**src/rtl/uart_lb_pkg.sv**
```systemverilog
// Package: shared constants and types for the UART loopback mapper.
// Assumes the control word layout below is fixed by the register decoder.
package uart_lb_pkg;
    localparam int CTRL_W  = 5;
    localparam int CB_LOOP = 0;
    localparam int CB_DTR  = 1;
    localparam int CB_RTS  = 2;
    localparam int CB_OUT1 = 3;
    localparam int CB_OUT2 = 4;

    localparam int MS_W   = 4;
    localparam int MS_RI  = 0;
    localparam int MS_CTS = 1;
    localparam int MS_DCD = 2;
    localparam int MS_DSR = 3;

    typedef enum logic [1:0] {
        SRC_NONE  = 2'd0,
        SRC_TX    = 2'd1,
        SRC_EXT   = 2'd2,
        SRC_BREAK = 2'd3
    } push_src_e;

    // Control bit that drives each modem-status flag in loopback.
    function automatic int ctrl_bit_for(input int ms_idx);
        case (ms_idx)
            MS_RI:   return CB_OUT2;
            MS_CTS:  return CB_RTS;
            MS_DCD:  return CB_OUT1;
            default: return CB_DTR;
        endcase
    endfunction
endpackage

```
**src/rtl/uart_lb_mode.sv**
```systemverilog
// Module: holds the loopback-enable bit of the control register.
// Assumes ctrl_wr marks a complete control-register write.
module uart_lb_mode (
    input  logic clk,
    input  logic rst_n,
    input  logic ctrl_wr,
    input  logic loop_bit,
    output logic loop_en
);
    // Capture the loopback bit on every control write.
    always_ff @(posedge clk) begin
        if (!rst_n)       loop_en <= 1'b0;
        else if (ctrl_wr) loop_en <= loop_bit;
    end
endmodule

```
**src/rtl/uart_lb_modem_map.sv**
```systemverilog
// Module: maps modem control outputs onto status flags in loopback and
// produces the replacement modem-status interrupt bits.
// Assumes the mapping applies only on writes whose loopback bit is set.
module uart_lb_modem_map
    import uart_lb_pkg::*;
(
    input  logic              clk,
    input  logic              rst_n,
    input  logic              ctrl_wr,
    input  logic [CTRL_W-1:0] ctrl_wdata,
    output logic [MS_W-1:0]   ms_flags,
    output logic [MS_W-1:0]   ms_int,
    output logic              ms_upd
);
    logic [MS_W-1:0] mapped;
    logic            apply;

    // Fixed cross-mapping, one flag per modem-status bit.
    for (genvar g = 0; g < MS_W; g++) begin : g_map
        assign mapped[g] = ctrl_wdata[ctrl_bit_for(g)];
    end

    assign apply = ctrl_wr && ctrl_wdata[CB_LOOP];

    // Flags follow the mapped outputs on a loopback write, else hold.
    always_ff @(posedge clk) begin
        if (!rst_n)     ms_flags <= '0;
        else if (apply) ms_flags <= mapped;
    end

    // Interrupt bits: clear all four, then set those whose flag is now on.
    always_ff @(posedge clk) begin
        if (!rst_n) begin
            ms_int <= '0;
            ms_upd <= 1'b0;
        end else begin
            ms_upd <= apply;
            if (apply) ms_int <= ('0 | mapped);
        end
    end
endmodule

```
**src/rtl/uart_lb_push_mux.sv**
```systemverilog
// Module: chooses the single receive FIFO push source for each cycle.
// Assumes fifo_full reflects FIFO occupancy in the requesting cycle.
module uart_lb_push_mux
    import uart_lb_pkg::*;
#(
    parameter int DATA_W = 8
) (
    input  logic              clk,
    input  logic              rst_n,
    input  logic              loop_en,
    input  logic              data_wr,
    input  logic [DATA_W-1:0] data_wdata,
    input  logic              tx_break,
    input  logic              ext_rx_valid,
    input  logic [DATA_W-1:0] ext_rx_data,
    input  logic              ext_break,
    input  logic              fifo_full,
    output logic              push_valid,
    output logic [DATA_W-1:0] push_data,
    output logic              push_break
);
    logic      brk_q;
    logic      brk_rise;
    push_src_e src;

    assign brk_rise = tx_break && !brk_q;

    // Remember the send-break level to find its rising edge.
    always_ff @(posedge clk) begin
        if (!rst_n) brk_q <= 1'b0;
        else        brk_q <= tx_break;
    end

    // Pick the source: break first, then character, gated by FIFO space.
    always_comb begin
        src = SRC_NONE;
        if (loop_en) begin
            if (brk_rise)     src = SRC_BREAK;
            else if (data_wr) src = SRC_TX;
        end else begin
            if (ext_break)         src = SRC_BREAK;
            else if (ext_rx_valid) src = SRC_EXT;
        end
        if (fifo_full) src = SRC_NONE;
    end

    // Register the push towards the receive FIFO.
    always_ff @(posedge clk) begin
        if (!rst_n) begin
            push_valid <= 1'b0;
            push_break <= 1'b0;
            push_data  <= '0;
        end else begin
            push_valid <= (src != SRC_NONE);
            push_break <= (src == SRC_BREAK);
            case (src)
                SRC_TX:  push_data <= data_wdata;
                SRC_EXT: push_data <= ext_rx_data;
                default: push_data <= '0;
            endcase
        end
    end
endmodule

```
**src/rtl/uart_loopback_mapper.sv**
```systemverilog
// Module: top of the UART loopback and modem-status mapper.
// Assumes all strobes are single-cycle and synchronous to clk.
module uart_loopback_mapper
    import uart_lb_pkg::*;
#(
    parameter int DATA_W = 8
) (
    input  logic              clk,
    input  logic              rst_n,
    input  logic              ctrl_wr,
    input  logic [4:0]        ctrl_wdata,
    input  logic              data_wr,
    input  logic [DATA_W-1:0] data_wdata,
    input  logic              tx_break,
    input  logic              ext_rx_valid,
    input  logic [DATA_W-1:0] ext_rx_data,
    input  logic              ext_break,
    input  logic              fifo_full,
    output logic              push_valid,
    output logic [DATA_W-1:0] push_data,
    output logic              push_break,
    output logic [3:0]        ms_flags,
    output logic [3:0]        ms_int,
    output logic              ms_upd
);
    logic loop_en;

    uart_lb_mode u_mode (
        .clk      (clk),
        .rst_n    (rst_n),
        .ctrl_wr  (ctrl_wr),
        .loop_bit (ctrl_wdata[CB_LOOP]),
        .loop_en  (loop_en)
    );

    uart_lb_modem_map u_map (
        .clk        (clk),
        .rst_n      (rst_n),
        .ctrl_wr    (ctrl_wr),
        .ctrl_wdata (ctrl_wdata),
        .ms_flags   (ms_flags),
        .ms_int     (ms_int),
        .ms_upd     (ms_upd)
    );

    uart_lb_push_mux #(.DATA_W(DATA_W)) u_mux (
        .clk          (clk),
        .rst_n        (rst_n),
        .loop_en      (loop_en),
        .data_wr      (data_wr),
        .data_wdata   (data_wdata),
        .tx_break     (tx_break),
        .ext_rx_valid (ext_rx_valid),
        .ext_rx_data  (ext_rx_data),
        .ext_break    (ext_break),
        .fifo_full    (fifo_full),
        .push_valid   (push_valid),
        .push_data    (push_data),
        .push_break   (push_break)
    );
endmodule

```
**config.mk**
```make
export PLATFORM = sky130hd
export DESIGN_NAME = uart_loopback_mapper
export DESIGN_NICKNAME = d
export VERILOG_FILES = /design/src/rtl/uart_lb_pkg.sv /design/src/rtl/uart_lb_mode.sv /design/src/rtl/uart_lb_modem_map.sv /design/src/rtl/uart_lb_push_mux.sv /design/src/rtl/uart_loopback_mapper.sv
export SDC_FILE = /design/constraint.sdc
export NUM_CORES = 1
export LEC_CHECK = 0
export ABC_AREA = 1
export BUFFER_PORTS_ARGS = -buffer_cell sky130_fd_sc_hd__buf_2
export CORE_MARGIN = 2
export CORE_UTILIZATION = 36
export DETAILED_ROUTE_END_ITERATION = 10
export PLACE_DENSITY = 0.83
export SLEW_MARGIN = 20
export SYNTH_ARGS = -nofsm -noshare
export SYNTH_HDL_FRONTEND = slang
export SYNTH_HIERARCHICAL = 1
export SYNTH_SLANG_ARGS = --single-unit
```
**constraint.sdc**
```tcl
create_clock -name clk -period 1.1 [get_ports clk]
set_input_delay 0.165 -clock clk [delete_from_list [all_inputs] [get_ports clk]]
set_output_delay 0.165 -clock clk [all_outputs]
set_load 0.02 [all_outputs]
```
==> results of run 1 <==
==> kinds of logic after synthesis <==
kind of cell,synth area share [%]
adder cells (fa/ha/maj),6.803
flip-flops,46.26
AND/OR/NAND/NOR,28.74
AO/OA/AOI/OAI,5.442
buffers and inverters,12.76
==> cells in the mapped netlist <==
cell                        n
sky130_fd_sc_hd__inv_1     13
sky130_fd_sc_hd__ha_1       4
sky130_fd_sc_hd__a21oi_1    8
sky130_fd_sc_hd__nand2_1   33
sky130_fd_sc_hd__dfxtp_1   17
sky130_fd_sc_hd__buf_4      6
sky130_fd_sc_hd__nor2_2     1
sky130_fd_sc_hd__nand3_1    1
sky130_fd_sc_hd__nand2_2    2
sky130_fd_sc_hd__nand3b_1   1
sky130_fd_sc_hd__nor2_1    15
==> power by group through the flow <==
stage / Sequential, mW / Clock [mW] / Combinational [mW]
2_1_floorplan: 0.711 / 0 / 0.127
3_3_place_gp: 0.673 / 0 / 0.251
3_5_place_dp: 0.675 / 0 / 0.258
4_1_cts: 0.660 / 0.328 / 0.277
5_1_grt: 0.665 / 0.345 / 0.341
6_report: 0.660 / 0.313 / 0.310
==> worst max-delay path: cells and delay by family (launching register included) <==
| kind | cells | cell delay (ps) |
|---|---|---|
| adders and majority gates | 1 | 180 |
| DFF | 1 | 300 |
| buffers and inverters | 2 | 250 |
| AOI/OAI and AO/OA | 1 | 60 |
| and+or+nand+nor | 4 | 350 |
==> per-layer routing <==
metal / share of wire, % / up-vias / track usage, %
met3: 3.6 / 4 / 1.534
met2: 55 / 19 / 22.97
met4: 2.7 / 0 / 10.00
li1: - / 390 / -
met1: 39 / 303 / 16.38
met5: 0 / - / 0
==> layout make-up <==
type / instances / share of cell area (%)
timing repair buffer: 49 / 23.31
clock buffer: 4 / 2.411
inverter: 13 / 4.478
tap: 27 / 3.100
sequential: 17 / 31.57
multi-input combinational: 65 / 35.13
==> worst min-delay path by stage <==
stage	to	slack (ps)	cells after the start
6_report	u_map/ms_flags[0]	110	3
2_1_floorplan	u_mux/brk_q	260	2
3_5_place_dp	u_mux/brk_q	380	3
3_3_place_gp	u_mux/brk_q	370	3
4_1_cts	u_mux/brk_q	90	3
5_1_grt	u_map/ms_flags[0]	110	3
==> flip-flops by register name, indices dropped and copies added (netlist names) <==
name	flops
u_map/ms_flags	4
u_map/ms_upd	1
u_mode/loop_en	1
u_mux/brk_q	1
u_mux/push_break	1
u_mux/push_data	8
u_mux/push_valid	1
==> repair_timing <==
| action | in CTS | in global routing |
|---|---|---|
| gates resized for setup | 5 | 17 |
| setup endpoints to repair | 8 | 9 |
| buffers inserted | 1 | 0 |
| pin swaps | 2 | 8 |
==> flow_summary_export.csv, run 1 <==
group,metric,value,unit
yosys,synth.avg_cell_area,7.284,um^2
yosys,yosys_register_bits,17,
layout,postLayoutCoreUtil,56.12,%
place,placedInstanceArea,970.9,um^2
pwr,power.switching_fraction,28.67,%
sta,postLayoutSetupSlackWorst,-149.8,ps
routing,drt-initial-drc-count,5,
clock_network,inserted_clock_buffers,3,
global_routing,number_of_global_route_vias_before_repair,683,
pwr,power_total,1.284,mW
sta,max_clock_skew,0.9754,ps
die,io_pins,48,
yosys,yosysUniqueCellTypes,11,
min_path,hold_crit_start,"ctrl_wdata[4]",
global_routing,first_pass_grt_wire_length,2642,um
setup_path,worst_r2r_path_depth,8,
yosys,syn-cell-area,735.7,um^2
pwr,clkPwrFrac,24.4,%
global_routing,initial_antenna_violation_count,0,
setup_path,cpMostUsedCell,"sky130_fd_sc_hd__nand2_2",
min_path,hold_path.class,"input pin to register",
pwr,vdd_drop_max,519.1,uV
routing,drt_wl_total,1714,um
setup_path,critPathSlowestCell,"sky130_fd_sc_hd__dfxtp_1",
yosys,post_synth_inst_count,101,
pwr,pwr_density_cell,1178,nW/um^2
sta,setup_viol,9,
layout,mostFrequentLayoutCell,"sky130_fd_sc_hd__buf_2",
setup_path,worstPathRequired,1280,ps
place,routabilityCongestion,0.8510,
pwr,int_power,915.5,uW
layout,multi_input_gate_area_in_the_final_layout,382.9,um^2
layout,most_frequent_cells_in_the_layout,"sky130_fd_sc_hd__buf_2 (47), sky130_fd_sc_hd__nand2_1 (25), sky130_fd_sc_hd__dfxtp_1 (16)",
clock_network,cts-root-to-sink-buffers,2,
run_status,violated_checks,"setup timing",
setup_path,crit_type,"register to register",
layout,fraction_of_layout_cells_with_a_size_suffix_above_1,49.32,%
routing,route.antenna.remaining_nets,0,
pwr,switchingPower,368.0,uW
yosys,synth.top_cells.by_area,"sky130_fd_sc_hd__dfxtp_1 (46%), sky130_fd_sc_hd__nand2_1 (17%), sky130_fd_sc_hd__nor2_1 (7.7%)",
layout,layout.nets,182,
sta,fin_worst_hold_slack,107.6,ps
layout,storage_element_area,344.1,um^2
layout,final.fill_count,186,
sta,layout_worst_path_cycle_share,113.6,%
yosys,synth_top_area_cell,"sky130_fd_sc_hd__dfxtp_1",
setup_path,startpoint,"u_mux/brk_q",
setup_path,path_max_fanout,8,
pwr,comb_power_share,24.2,%
global_routing,globalRouteOverflowTotal,0,
setup_path,worst-endpoint-arrival,1430,ps
yosys,yosys_warnings,6,
die,floorplan.rows,16,
place,post-place-ws,-150.0,ps
sta,report.final.slew_viol_count,0,
clock_network,holdBufCountCts,0,
routing,dr_total_vias,716,
die,floorplan.initialDensity,37.89,%
sta,finalHoldViolations,0,
global_routing,grt_util_all_layers,13.83,%
clock_network,sink_count,17,
layout,stdcell_area,1090,um^2
place,buffer_ports.inserted,47,
setup_path,r2r-end,"u_mux/push_data[7]",
pwr,seq_power_share,51.4,%
yosys,fraction_of_the_yosys_area_taken_by_sequential_cells,46.26,%
setup_path,flop2flop_setup_slack,-150,ps
sta,max_slew.worst_pin.slew,201.1,ps
clock_network,clock_tree_from_tritoncts,"yes",
pwr,static-leakage-power,0.5929,nW
yosys,synth_nets,134,
setup_path,end_kind,"register",
clock_network,cts.root.buffer_cell,"sky130_fd_sc_hd__clkbuf_4",
sta,max_slew_margin,86.59,%
run,drv_cap,0,
die,dieWidth,49.21,um
setup_path,crit_path_end,"u_mux/push_data[7]",
place,hpwl,1309,um
clock_network,h-tree-depth,1,
routing,detail_route.vias_per_cell,4.091,
routing,firstDrtPassIters,4,
routing,detail_route.wl_per_cell,9.794,um
die,design.die.area,2421,um^2
place,placed_cells_incl_taps,170,
layout,layout-area-overhead-vs-synth,48.13,%
setup_path,cp_cell_sequence,"inv_1, nand2_2, nand2_2, nand3b_1, buf_4, ha_4, nand2_1, a21oi_1",
layout,antenna_cells,0,
setup_path,critical_path.startpoint_type,"register",
die,fp.dieH,49.21,um
sta,finalCriticalPeriod,1250,ps
clock_network,clock_pin_slew_of_the_registers_on_the_worst_case_setup_and_hold_paths,90,ps
sta,max_clock_freq,800.2,MHz
die,core_area,1942,um^2
setup_path,cpPeakStageDelay,300,ps
layout,final-instance-count-excl-fill,175,
global_routing,grt_max_degree,11,
sta,fin_setup_tns,-1157,ps
run_status,run_status,"finished with violations",
yosys,synth_top_area_share,46.26,%
routing,drc_errors,0,
setup_path,reg2reg_from,"u_mux/brk_q",
clock_network,clkLatencyLatePin,280,ps
sta,rsz0062_at_grt,"true",
Note: power is estimated with default switching activity, not from simulation.
==> run 2: changes to the inputs <==
BUFFER_PORTS_ARGS = unset   (was -buffer_cell sky130_fd_sc_hd__buf_2)
CORE_UTILIZATION = 50   (was 36)
DONT_BUFFER_PORTS = 1   (was unset)
PLACE_DENSITY = 0.78   (was 0.83)
==> run 2 against run 1 <==
  * The flow still finishes with violations (setup timing)
  * First-iteration DRC count grew to 2.6 times the previous value
  * Combinational power down 22%
  * Non-clock buffer count is 34 lower
  * Via count shrank 11%
  * Clock skew rose by 2.4 ps
  * Cell count down 26%
  * Largest cell class unchanged
  * Highest routed layer unchanged
==> flow_summary_export.csv, run 2 (synthesis gave the netlist of run 1 again) <==
group,metric,value,unit
setup_path,crit_type,"register to register",
run,drv_cap,0,
layout,mostFrequentLayoutCell,"sky130_fd_sc_hd__nand2_1",
die,fp.dieH,42.36,um
place,routabilityCongestion,0.6737,
routing,dr_total_vias,636,
setup_path,critical_path.startpoint_type,"register",
pwr,static-leakage-power,0.4463,nW
routing,drc_errors,0,
layout,layout.nets,148,
routing,firstDrtPassIters,4,
die,design.die.area,1794,um^2
sta,max_clock_skew,3.330,ps
layout,max_flop_register,"u_mux/push_data",
layout,most_frequent_cells_in_the_layout,"sky130_fd_sc_hd__nand2_1 (24), sky130_fd_sc_hd__dfxtp_1 (15), sky130_fd_sc_hd__nor2_1 (14)",
min_path,hold_path.class,"input pin to register",
sta,rsz0062_at_grt,"true",
die,io_pins,48,
die,floorplan.initialDensity,55.16,%
clock_network,clock_tree_from_tritoncts,"yes",
sta,postLayoutSetupSlackWorst,-171.3,ps
routing,route.antenna.remaining_nets,0,
pwr,pwr_density_cell,1299,nW/um^2
layout,storage_element_area,345.3,um^2
sta,layout_worst_path_cycle_share,115.6,%
routing,detail_route.wl_per_cell,12.31,um
global_routing,first_pass_grt_wire_length,2152,um
global_routing,number_of_global_route_vias_before_repair,541,
layout,layout-area-overhead-vs-synth,31.29,%
sta,finalHoldViolations,0,
setup_path,worstPathRequired,1320,ps
clock_network,sink_count,17,
global_routing,grt_util_all_layers,15.88,%
setup_path,end_kind,"register",
setup_path,worst-endpoint-arrival,1490,ps
layout,layout_top_registers,"u_mux/push_data: 8 flops, u_map/ms_flags: 4 flops",
sta,finalCriticalPeriod,1271,ps
sta,max_slew_margin,80.98,%
layout,fraction_of_layout_cells_with_a_size_suffix_above_1,31.58,%
pwr,vdd_drop_max,563.9,uV
place,buffer_ports.inserted,0,
clock_network,h-tree-depth,1,
run_status,run_status,"finished with violations",
die,floorplan.rows,13,
die,dieWidth,42.36,um
clock_network,clkLatencyLatePin,280,ps
clock_network,cts.root.buffer_cell,"sky130_fd_sc_hd__clkbuf_4",
layout,multi_input_gate_area_in_the_final_layout,392.9,um^2
setup_path,path_max_fanout,8,
global_routing,initial_antenna_violation_count,0,
die,core_area,1334,um^2
routing,drt_wl_total,1588,um
layout,final.fill_count,108,
clock_network,clock_pin_slew_of_the_registers_on_the_worst_case_setup_and_hold_paths,100,ps
layout,antenna_cells,0,
clock_network,cts-root-to-sink-buffers,2,
sta,max_slew.worst_pin.slew,284.4,ps
global_routing,grt_max_degree,11,
sta,fin_worst_hold_slack,13.24,ps
sta,report.final.slew_viol_count,0,
global_routing,globalRouteOverflowTotal,0,
sta,setup_viol,9,
clock_network,inserted_clock_buffers,3,
routing,detail_route.vias_per_cell,4.930,
sta,max_clock_freq,786.6,MHz
run_status,violated_checks,"setup timing",
routing,drt-initial-drc-count,13,
layout,largest_register_ff_count,8,
place,hpwl,1085,um
pwr,power_total,1.255,mW
-- run 2: cell types whose count changed in the layout (fill, tap and decap cells not counted) --
cell | previous run | this run
sky130_fd_sc_hd__clkinv_2 | 0 | 1
sky130_fd_sc_hd__buf_2 | 47 | 0
sky130_fd_sc_hd__buf_4 | 1 | 7
sky130_fd_sc_hd__a21oi_2 | 3 | 5
sky130_fd_sc_hd__a21oi_1 | 5 | 3
sky130_fd_sc_hd__dfxtp_1 | 16 | 15
sky130_fd_sc_hd__dlygate4sd3_1 | 0 | 8
sky130_fd_sc_hd__nand2_2 | 9 | 10
sky130_fd_sc_hd__buf_6 | 1 | 0
sky130_fd_sc_hd__clkbuf_1 | 1 | 0
sky130_fd_sc_hd__dfxtp_2 | 0 | 1
sky130_fd_sc_hd__nand2_1 | 25 | 24
-- run 2: layer usage --
metal / vias up / global-route usage (%) / routed length, um
met5: - / 0 / 0
met4: 0 / 10.63 / 19
met3: 2 / 6.034 / 137
met2: 28 / 27.38 / 841
met1: 283 / 15.51 / 589
li1: 323 / - / -
-- run 2: final cells by class --
cell class | instances | area share [%]
flip-flops and latches | 17 | 35.75
clock buffers | 3 | 2.332
well taps | 15 | 1.943
inverters | 13 | 5.052
clock inverters | 1 | 0.5181
repair buffers | 15 | 13.73
multi-input cells | 65 | 40.67
-- run 2: worst max-delay path, cell delays in order (launching register included) --
cell and delay, ps:
sky130_fd_sc_hd__dfxtp_2 340, sky130_fd_sc_hd__inv_2 30, sky130_fd_sc_hd__nand2_2 70, sky130_fd_sc_hd__nand2_2 60, sky130_fd_sc_hd__nand3b_1 150, sky130_fd_sc_hd__buf_4 150, sky130_fd_sc_hd__ha_4 200, sky130_fd_sc_hd__nand2_1 80
sky130_fd_sc_hd__a21oi_1 120
-- run 2: where the power goes --
part           leakage, nW  switching, mW  total [mW]  internal, mW
Sequential           0.140         0.0385       0.686         0.648
Clock               0.0177          0.191       0.326         0.135
Combinational        0.288          0.139       0.243         0.104
Total                0.446          0.368        1.26         0.887
-- run 2: metrics by stage --
stage	TNS [ps]	setup WS (ps)	cell area, um^2	utilization (%)	instances
2_1_floorplan	-4.211	-4.211	743.2	-	101
3_3_place_gp	-812.6	-111.6	758.2	56.85	116
3_5_place_dp	-1223	-186.8	758.2	56.85	116
4_1_cts	-938.9	-123.6	832.0	62.38	122
5_1_grt	-1849	-256.7	965.9	72.42	129
6_report	-1174	-171.3	965.9	72.42	129
-- run 2: worst paths after layout --
kind	depth (start not counted)	to	slack, ps	start
worst max-delay path	8	u_mux/push_data[1]	-170	u_mux/brk_q
worst min-delay path	2	u_map/ms_flags[3]	10	ctrl_wdata[1]
worst max register to register	8	u_mux/push_data[1]	-170	u_mux/brk_q
worst min register to register	4	u_map/ms_flags[1]	520	u_map/ms_flags[1]
-- run 2: what timing repair did --
action | 4_1_cts | 5_1_grt
endpoints found under the setup margin | 8 | 9
setup buffers | 1 | 0
hold endpoints to repair | 9 | 7
resized for setup | 7 | 18
hold buffers | 1 | 7
pin swaps | 3 | 14
